`src/rtl/nlc_pkg.sv`:
```
package nlc_pkg;

    localparam int unsigned DEF_LOOPS = 5;
    localparam int unsigned DEF_IDX_W = 16;

    // bound field selector on the write port
    typedef enum logic [1:0] {
        FLD_INIT  = 2'd0,
        FLD_FINAL = 2'd1,
        FLD_STEP  = 2'd2,
        FLD_NONE  = 2'd3
    } cfg_field_e;

    typedef enum logic {
        PH_IDLE = 1'b0,
        PH_RUN  = 1'b1
    } run_phase_e;

    // true when v is of the form 0..01..1
    function automatic logic is_thermo(input logic [31:0] v);
        return ((v + 32'd1) & v) == 32'd0;
    endfunction

endpackage

```
`src/rtl/nlc_bound_regs.sv`:
```
module nlc_bound_regs
    import nlc_pkg::*;
#(
    parameter int unsigned N_LOOPS = DEF_LOOPS,
    parameter int unsigned IDX_W   = DEF_IDX_W,
    parameter int unsigned SEL_W   = (N_LOOPS > 1) ? $clog2(N_LOOPS) : 1
) (
    input  logic             clk,
    input  logic             rst,
    input  logic             we,
    input  logic [SEL_W-1:0] sel,
    input  cfg_field_e       field,
    input  logic [IDX_W-1:0] data,
    output logic [IDX_W-1:0] init_o [N_LOOPS],
    output logic [IDX_W-1:0] fin_o  [N_LOOPS],
    output logic [IDX_W-1:0] step_o [N_LOOPS]
);

    for (genvar g = 0; g < N_LOOPS; g++) begin : g_bound
        always_ff @(posedge clk) begin
            if (rst) begin
                init_o[g] <= '0;
                fin_o[g]  <= '0;
                step_o[g] <= '0;
            end else if (we && sel == SEL_W'(g)) begin
                case (field)
                    FLD_INIT:  init_o[g] <= data;
                    FLD_FINAL: fin_o[g]  <= data;
                    FLD_STEP:  step_o[g] <= data;
                    default:   ;
                endcase
            end
        end
    end

endmodule

```
`src/rtl/nlc_term_detect.sv`:
```
module nlc_term_detect
    import nlc_pkg::*;
#(
    parameter int unsigned N_LOOPS = DEF_LOOPS,
    parameter int unsigned IDX_W   = DEF_IDX_W
) (
    input  logic [IDX_W-1:0]   idx [N_LOOPS],
    input  logic [IDX_W-1:0]   fin [N_LOOPS],
    output logic [N_LOOPS-1:0] flags
);

    for (genvar g = 0; g < N_LOOPS; g++) begin : g_cmp
        assign flags[g] = (idx[g] == fin[g]);
    end

endmodule

```
`src/rtl/nlc_nest_decide.sv`:
```
module nlc_nest_decide
    import nlc_pkg::*;
#(
    parameter int unsigned N_LOOPS = DEF_LOOPS
) (
    input  logic [N_LOOPS-1:0] flags,
    input  logic               body_done,
    output logic [N_LOOPS-1:0] step_v,
    output logic [N_LOOPS-1:0] reload_v,
    output logic               all_term
);

    // run[i]: loops 0..i are all at their final values
    logic [N_LOOPS-1:0] run;

    always_comb begin
        run[0] = flags[0];
        for (int i = 1; i < N_LOOPS; i++) begin
            run[i] = run[i-1] & flags[i];
        end
    end

    assign reload_v = run;
    assign all_term = run[N_LOOPS-1];

    // innermost loop steps only on a finished body
    assign step_v[0] = ~flags[0] & body_done;

    for (genvar g = 1; g < N_LOOPS; g++) begin : g_step
        assign step_v[g] = run[g-1] & ~flags[g];
    end

endmodule

```
`src/rtl/nlc_index_bank.sv`:
```
module nlc_index_bank
    import nlc_pkg::*;
#(
    parameter int unsigned N_LOOPS = DEF_LOOPS,
    parameter int unsigned IDX_W   = DEF_IDX_W
) (
    input  logic               clk,
    input  logic               rst,
    input  logic               load_all,
    input  logic               adv,
    input  logic [N_LOOPS-1:0] step_v,
    input  logic [N_LOOPS-1:0] reload_v,
    input  logic [IDX_W-1:0]   init_i [N_LOOPS],
    input  logic [IDX_W-1:0]   step_i [N_LOOPS],
    output logic [IDX_W-1:0]   idx_o  [N_LOOPS]
);

    for (genvar g = 0; g < N_LOOPS; g++) begin : g_idx
        always_ff @(posedge clk) begin
            if (rst) begin
                idx_o[g] <= '0;
            end else if (load_all) begin
                idx_o[g] <= init_i[g];
            end else if (adv) begin
                if (reload_v[g]) begin
                    idx_o[g] <= init_i[g];
                end else if (step_v[g]) begin
                    idx_o[g] <= idx_o[g] + step_i[g];
                end
            end
        end
    end

endmodule

```
`src/rtl/loop_nest_ctrl.sv`:
```
module loop_nest_ctrl
    import nlc_pkg::*;
#(
    parameter int unsigned N_LOOPS = DEF_LOOPS,
    parameter int unsigned IDX_W   = DEF_IDX_W
) (
    input  logic                                            clk,
    input  logic                                            rst,
    input  logic                                            cfg_we,
    input  logic [((N_LOOPS > 1) ? $clog2(N_LOOPS) : 1)-1:0] cfg_loop,
    input  logic [1:0]                                      cfg_field,
    input  logic [IDX_W-1:0]                                cfg_data,
    input  logic                                            start,
    input  logic                                            body_done,
    output logic [N_LOOPS*IDX_W-1:0]                        idx_o,
    output logic                                            loops_done
);

    localparam int unsigned SEL_W = (N_LOOPS > 1) ? $clog2(N_LOOPS) : 1;

    cfg_field_e         fld;
    logic [IDX_W-1:0]   init_r [N_LOOPS];
    logic [IDX_W-1:0]   fin_r  [N_LOOPS];
    logic [IDX_W-1:0]   step_r [N_LOOPS];
    logic [IDX_W-1:0]   idx_r  [N_LOOPS];
    logic [N_LOOPS-1:0] flags;
    logic [N_LOOPS-1:0] step_v;
    logic [N_LOOPS-1:0] reload_v;
    logic               all_term;
    logic               adv;
    logic               running;
    run_phase_e         phase;

    assign fld     = cfg_field_e'(cfg_field);
    assign running = (phase == PH_RUN);
    assign adv     = running & body_done & ~start;

    nlc_bound_regs #(
        .N_LOOPS(N_LOOPS), .IDX_W(IDX_W), .SEL_W(SEL_W)
    ) u_bounds (
        .clk(clk), .rst(rst), .we(cfg_we), .sel(cfg_loop), .field(fld),
        .data(cfg_data), .init_o(init_r), .fin_o(fin_r), .step_o(step_r)
    );

    nlc_term_detect #(
        .N_LOOPS(N_LOOPS), .IDX_W(IDX_W)
    ) u_term (
        .idx(idx_r), .fin(fin_r), .flags(flags)
    );

    nlc_nest_decide #(
        .N_LOOPS(N_LOOPS)
    ) u_decide (
        .flags(flags), .body_done(body_done), .step_v(step_v),
        .reload_v(reload_v), .all_term(all_term)
    );

    nlc_index_bank #(
        .N_LOOPS(N_LOOPS), .IDX_W(IDX_W)
    ) u_bank (
        .clk(clk), .rst(rst), .load_all(start), .adv(adv),
        .step_v(step_v), .reload_v(reload_v),
        .init_i(init_r), .step_i(step_r), .idx_o(idx_r)
    );

    // run control: start wins over a completing body
    always_ff @(posedge clk) begin
        if (rst) begin
            phase      <= PH_IDLE;
            loops_done <= 1'b0;
        end else begin
            loops_done <= 1'b0;
            if (start) begin
                phase <= PH_RUN;
            end else if (adv && all_term) begin
                phase      <= PH_IDLE;
                loops_done <= 1'b1;
            end
        end
    end

    for (genvar g = 0; g < N_LOOPS; g++) begin : g_flat
        assign idx_o[g*IDX_W +: IDX_W] = idx_r[g];
    end

endmodule

```
`config.mk`:
```
export PLATFORM = sky130hd
export DESIGN_NAME = loop_nest_ctrl
export DESIGN_NICKNAME = d
export VERILOG_FILES = /design/src/rtl/nlc_pkg.sv /design/src/rtl/nlc_bound_regs.sv /design/src/rtl/nlc_term_detect.sv /design/src/rtl/nlc_nest_decide.sv /design/src/rtl/nlc_index_bank.sv /design/src/rtl/loop_nest_ctrl.sv
export SDC_FILE = /design/constraint.sdc
export NUM_CORES = 1
export LEC_CHECK = 0
export BUFFER_PORTS_ARGS = -buffer_cell sky130_fd_sc_hd__buf_4
export CELL_PAD_IN_SITES_DETAIL_PLACEMENT = 1
export CELL_PAD_IN_SITES_GLOBAL_PLACEMENT = 1
export CORE_MARGIN = 3
export CORE_UTILIZATION = 26
export CTS_CLUSTER_SIZE = 8
export DETAILED_ROUTE_END_ITERATION = 8
export HOLD_SLACK_MARGIN = 0.15
export PLACE_DENSITY_LB_ADDON = 0.1
export SYNTH_ARGS = -nofsm -noshare
export SYNTH_HDL_FRONTEND = slang
export SYNTH_SLANG_ARGS = --single-unit
```
`constraint.sdc`:
```
create_clock -name clk -period 4 [get_ports clk]
set_input_delay 0.8 -clock clk [delete_from_list [all_inputs] [get_ports clk]]
set_output_delay 0.8 -clock clk [all_outputs]
set_load 0.005 [all_outputs]
```
==> summary.md <==
| Metric | Value |
|---|---|
| Status | finished, final reports clean |
| TritonCTS Sinks | about 320 |
| Top FF cell, synth | dfxtp_1 |
| Clock buffer depth | 3 |
| Initial antenna violation count | 4 |
| I/O Buffers | ~110 |
| Max rail drop VDD | between 200 and 250 µV |
| Slew margin rel. | 0.117 |
| GP Congestion | ~0.80 |
| Setup bufs post-CTS | 0 |
| Slew @ Worst Pin | ~1.3 ns |
| Fin area | between 15000 and 20000 µm² |
| Unrepaired setup endpoints after global routing | no |
| First-pass GRT wire length | 97.2 mm |
| Data required, critical path | 4.46 ns |
| Skew-Pair Late Insertion Delay | about 0.58 ns |
| Root buf cell | clkbuf_16 |
| Synth warn | 0 |
| Final slew viol count | 0 |
| Netlist cell types | 75 |
| Synth Register Bits | roughly 320 |
| Leakage | 7.12 nW |
| Area after DPL | around 18000 µm² |
| # fillers | between 7000 and 8000 |
| Routed WL per cell | between 20 and 25 µm |
| Multi-input gate area | approximately 9400 µm² |
| Total GRT Usage | 0.193 |
| Upper clock frequency limit | approximately 0.32 GHz |
| Area of the core | between 60000 and 70000 µm² |
| Hold Crit Class | flip-flop to flip-flop |
| Final Hold Vio Count | 0 |
| Initial drt markers | approximately 950 |
| Antenna-violating nets left | 0 |
| Average size of a mapped cell | 7.85 µm² |
| Max cap viols | 0 |
| Post-CTS Hold Buffers | 0 |
| Routed vias/inst | 4.97 |
| CP arrival | approximately 3.6 ns |
| Number of cell rows | 91 |
| Worst Hold Slack | between 0.4 and 0.5 ns |
| CTS H-Tree Depth | 2 |
| Syn_nets | around 2200 |
| Num ports | around 110 |
| Post-CTS resize count | 0 |
| Post-synth EDFFs | 0 |
| Proportion of layout cells with a drive suffix above 1 | 0.104 |
| Die ar. | approximately 66000 µm² |
| Synth async-reset ratio | 0 |
| Most frequent cells in the layout | nand2_1, a21oi_1, dfxtp_1, buf_4, xnor2_1 |
| Finish-stage setup viols | 0 |
| DP Wirelength | roughly 43 mm |
| Mapped Area | between 15000 and 20000 µm² |
| Post-Route Skew | 0.0205 ns |
| Cell area power density | roughly 400 nW/µm² |
| CP Launch Type | flip-flop |
| Dpl ws | 0.925 ns |
| Min Tclk post-route | 3.10 ns |
| Cells after Synth | about 2100 |
| Number of global-route vias before repair | between 15000 and 20000 |
| Drt total wl | 64.4 mm |
| TritonCTS buffer count | 47 |
| Final nets | approximately 2300 |
| Register Area | 6450 µm² |
| Commonest non-fill, non-tap cell in the layout | nand2_1 |
| Global route overflow | 0 |
| Crit. End Element | flip-flop |
| Tcrit/Tclk final | 0.775 |
| # DRC | 0 |
| Total negative slack | 0 ns |
| Post-synthesis sequential area ratio | 0.394 |
| Max FO, Critical Path | 4 |
| Layout area overhead | 18.2% |
| CTS tree | built |
| Largest net degree at the start of global routing | ~150 |
| DIE WIDTH | 257 µm |
| Final WS setup | 0.899 ns |
| CP Class | flip-flop to flip-flop |
| DIE HEIGHT | roughly 260 µm |
| Via count | 14900 |
| Worst-path clk slew | around 0.050 ns |
| Starting Density | 0.264 |
| DRT Pass-1 Iters | 5 |
[metal layers]
| metal | global-route usage | vias up | wire length [µm] |
|---|---|---|---|
| met5 | 0 | - | 35 |
| met4 | 0.0454 | 6 | 1140 |
| met3 | 0.0333 | 68 | 2590 |
| met2 | 0.313 | 198 | 29300 |
| met1 | 0.266 | 7325 | 31300 |
| li1 | - | 7300 | - |
[logic make-up (layout without fill, tap and decap cells)]
| logic type | count (synthesis) | after routing | share of synthesized area |
|---|---|---|---|
| AOI/OAI and AO/OA | 539 | 539 | 0.201 |
| xor gates and xnor gates | 130 | 130 | 0.0696 |
| adders and majority gates | 80 | 80 | 0.0635 |
| buffers and inverters | 143 | 222 | 0.0348 |
| DFF | 322 | 322 | 0.394 |
| muxes | 35 | 35 | 0.0215 |
| other | 0 | 1 | 0 |
| and+or+nand+nor | 834 | 834 | 0.216 |
[flip-flops by register name, summed over array words and instances (netlist names)]
| name | count |
|---|---|
| phase | 1 |
| u_bounds.init_o | 80 |
| u_bounds.fin_o | 80 |
| u_bank.idx_o | 80 |
| u_bounds.step_o | 80 |
| loops_done | 1 |
[power by group]
group / switching [mW] / leakage (nW) / internal [mW]
clock network: 1.49 / 0.626 / 2.18
registers: 0.105 / 2.61 / 3.28
logic: 0.555 / 3.88 / 0.314
total: 2.15 / 7.12 / 5.78
[critical path, cell delays in order, from the launching register on]
cell,delay [ns]
dfxtp_1,0.34
ha_1,0.23
fa_1,0.42
a21o_1,0.20
a21oi_1,0.27
o21ai_0,0.12
a21oi_1,0.43
o21ai_0,0.21
o41ai_1,0.41
xor2_1,0.12
o41ai_1,0.23
[stage by stage]
| step | util | total power [mW] | cells |
|---|---|---|---|
| global placement | 0.291 | 4.33 | 2939 |
| detailed placement | 0.291 | 4.34 | 2939 |
| finish | 0.312 | 7.93 | 3000 |
| global route | 0.312 | 8.27 | 2999 |
| CTS | 0.312 | 8.07 | 2999 |
| floorplan | - | 3.93 | 2083 |
[worst paths after layout]
kind | start | end | slack, ns | cells past startpoint
min | u_bounds.init_o[43] | u_bounds.init_o[43] | 0.45 | 2
min reg2reg | u_bounds.init_o[43] | u_bounds.init_o[43] | 0.45 | 2
max | u_bank.idx_o[64] | u_bank.idx_o[78] | 0.90 | 10
max reg2reg | u_bank.idx_o[64] | u_bank.idx_o[78] | 0.90 | 10
[cell usage after synthesis, types with 3 or more instances]
| cell | instances | share of area |
|---|---|---|
| a211o_1 | 4 | 0.0021 |
| a211oi_1 | 26 | 0.012 |
| a211oi_2 | 11 | 0.0084 |
| a21o_1 | 19 | 0.0087 |
| a21oi_1 | 324 | 0.099 |
| a311oi_1 | 17 | 0.0091 |
| a31oi_1 | 16 | 0.0061 |
| and2_1 | 3 | 0.0011 |
| and3_1 | 9 | 0.0034 |
| and4_1 | 3 | 0.0016 |
| buf_2 | 17 | 0.0052 |
| buf_4 | 3 | 0.0014 |
| clkbuf_1 | 94 | 0.022 |
| dfxtp_1 | 322 | 0.39 |
| fa_1 | 5 | 0.0061 |
| ha_1 | 75 | 0.057 |
| inv_1 | 27 | 0.0062 |
| mux2i_1 | 34 | 0.021 |
| nand2_1 | 573 | 0.13 |
| nand2b_1 | 9 | 0.0034 |
| nand3_1 | 22 | 0.0067 |
| nand4_1 | 24 | 0.0092 |
| nor2_1 | 104 | 0.024 |
| nor2b_1 | 10 | 0.0038 |
| nor3_1 | 34 | 0.010 |
| nor3b_1 | 3 | 0.0014 |
| nor4_1 | 7 | 0.0027 |
| o211a_1 | 7 | 0.0043 |
| o211ai_1 | 10 | 0.0046 |
| o21a_1 | 10 | 0.0046 |
| o21ai_0 | 39 | 0.012 |
| o21ai_1 | 6 | 0.0018 |
| o21bai_1 | 16 | 0.0073 |
| o31a_1 | 3 | 0.0016 |
| o31ai_1 | 6 | 0.0028 |
| o41ai_1 | 3 | 0.0016 |
| or3_1 | 14 | 0.0054 |
| or4_1 | 3 | 0.0014 |
| xnor2_1 | 120 | 0.064 |
| xor2_1 | 10 | 0.0054 |
[layout make-up]
class	count	share of cell area
inverter	27	0.00524
tap	837	0.0542
timing repair buffer	135	0.0535
multi-input combinational	1618	0.487
sequential	322	0.334
clock buffer	59	0.0659
antenna	1	0.000129
clock inverter	1	0.000259
Note: power is estimated with default switching activity, not from simulation.
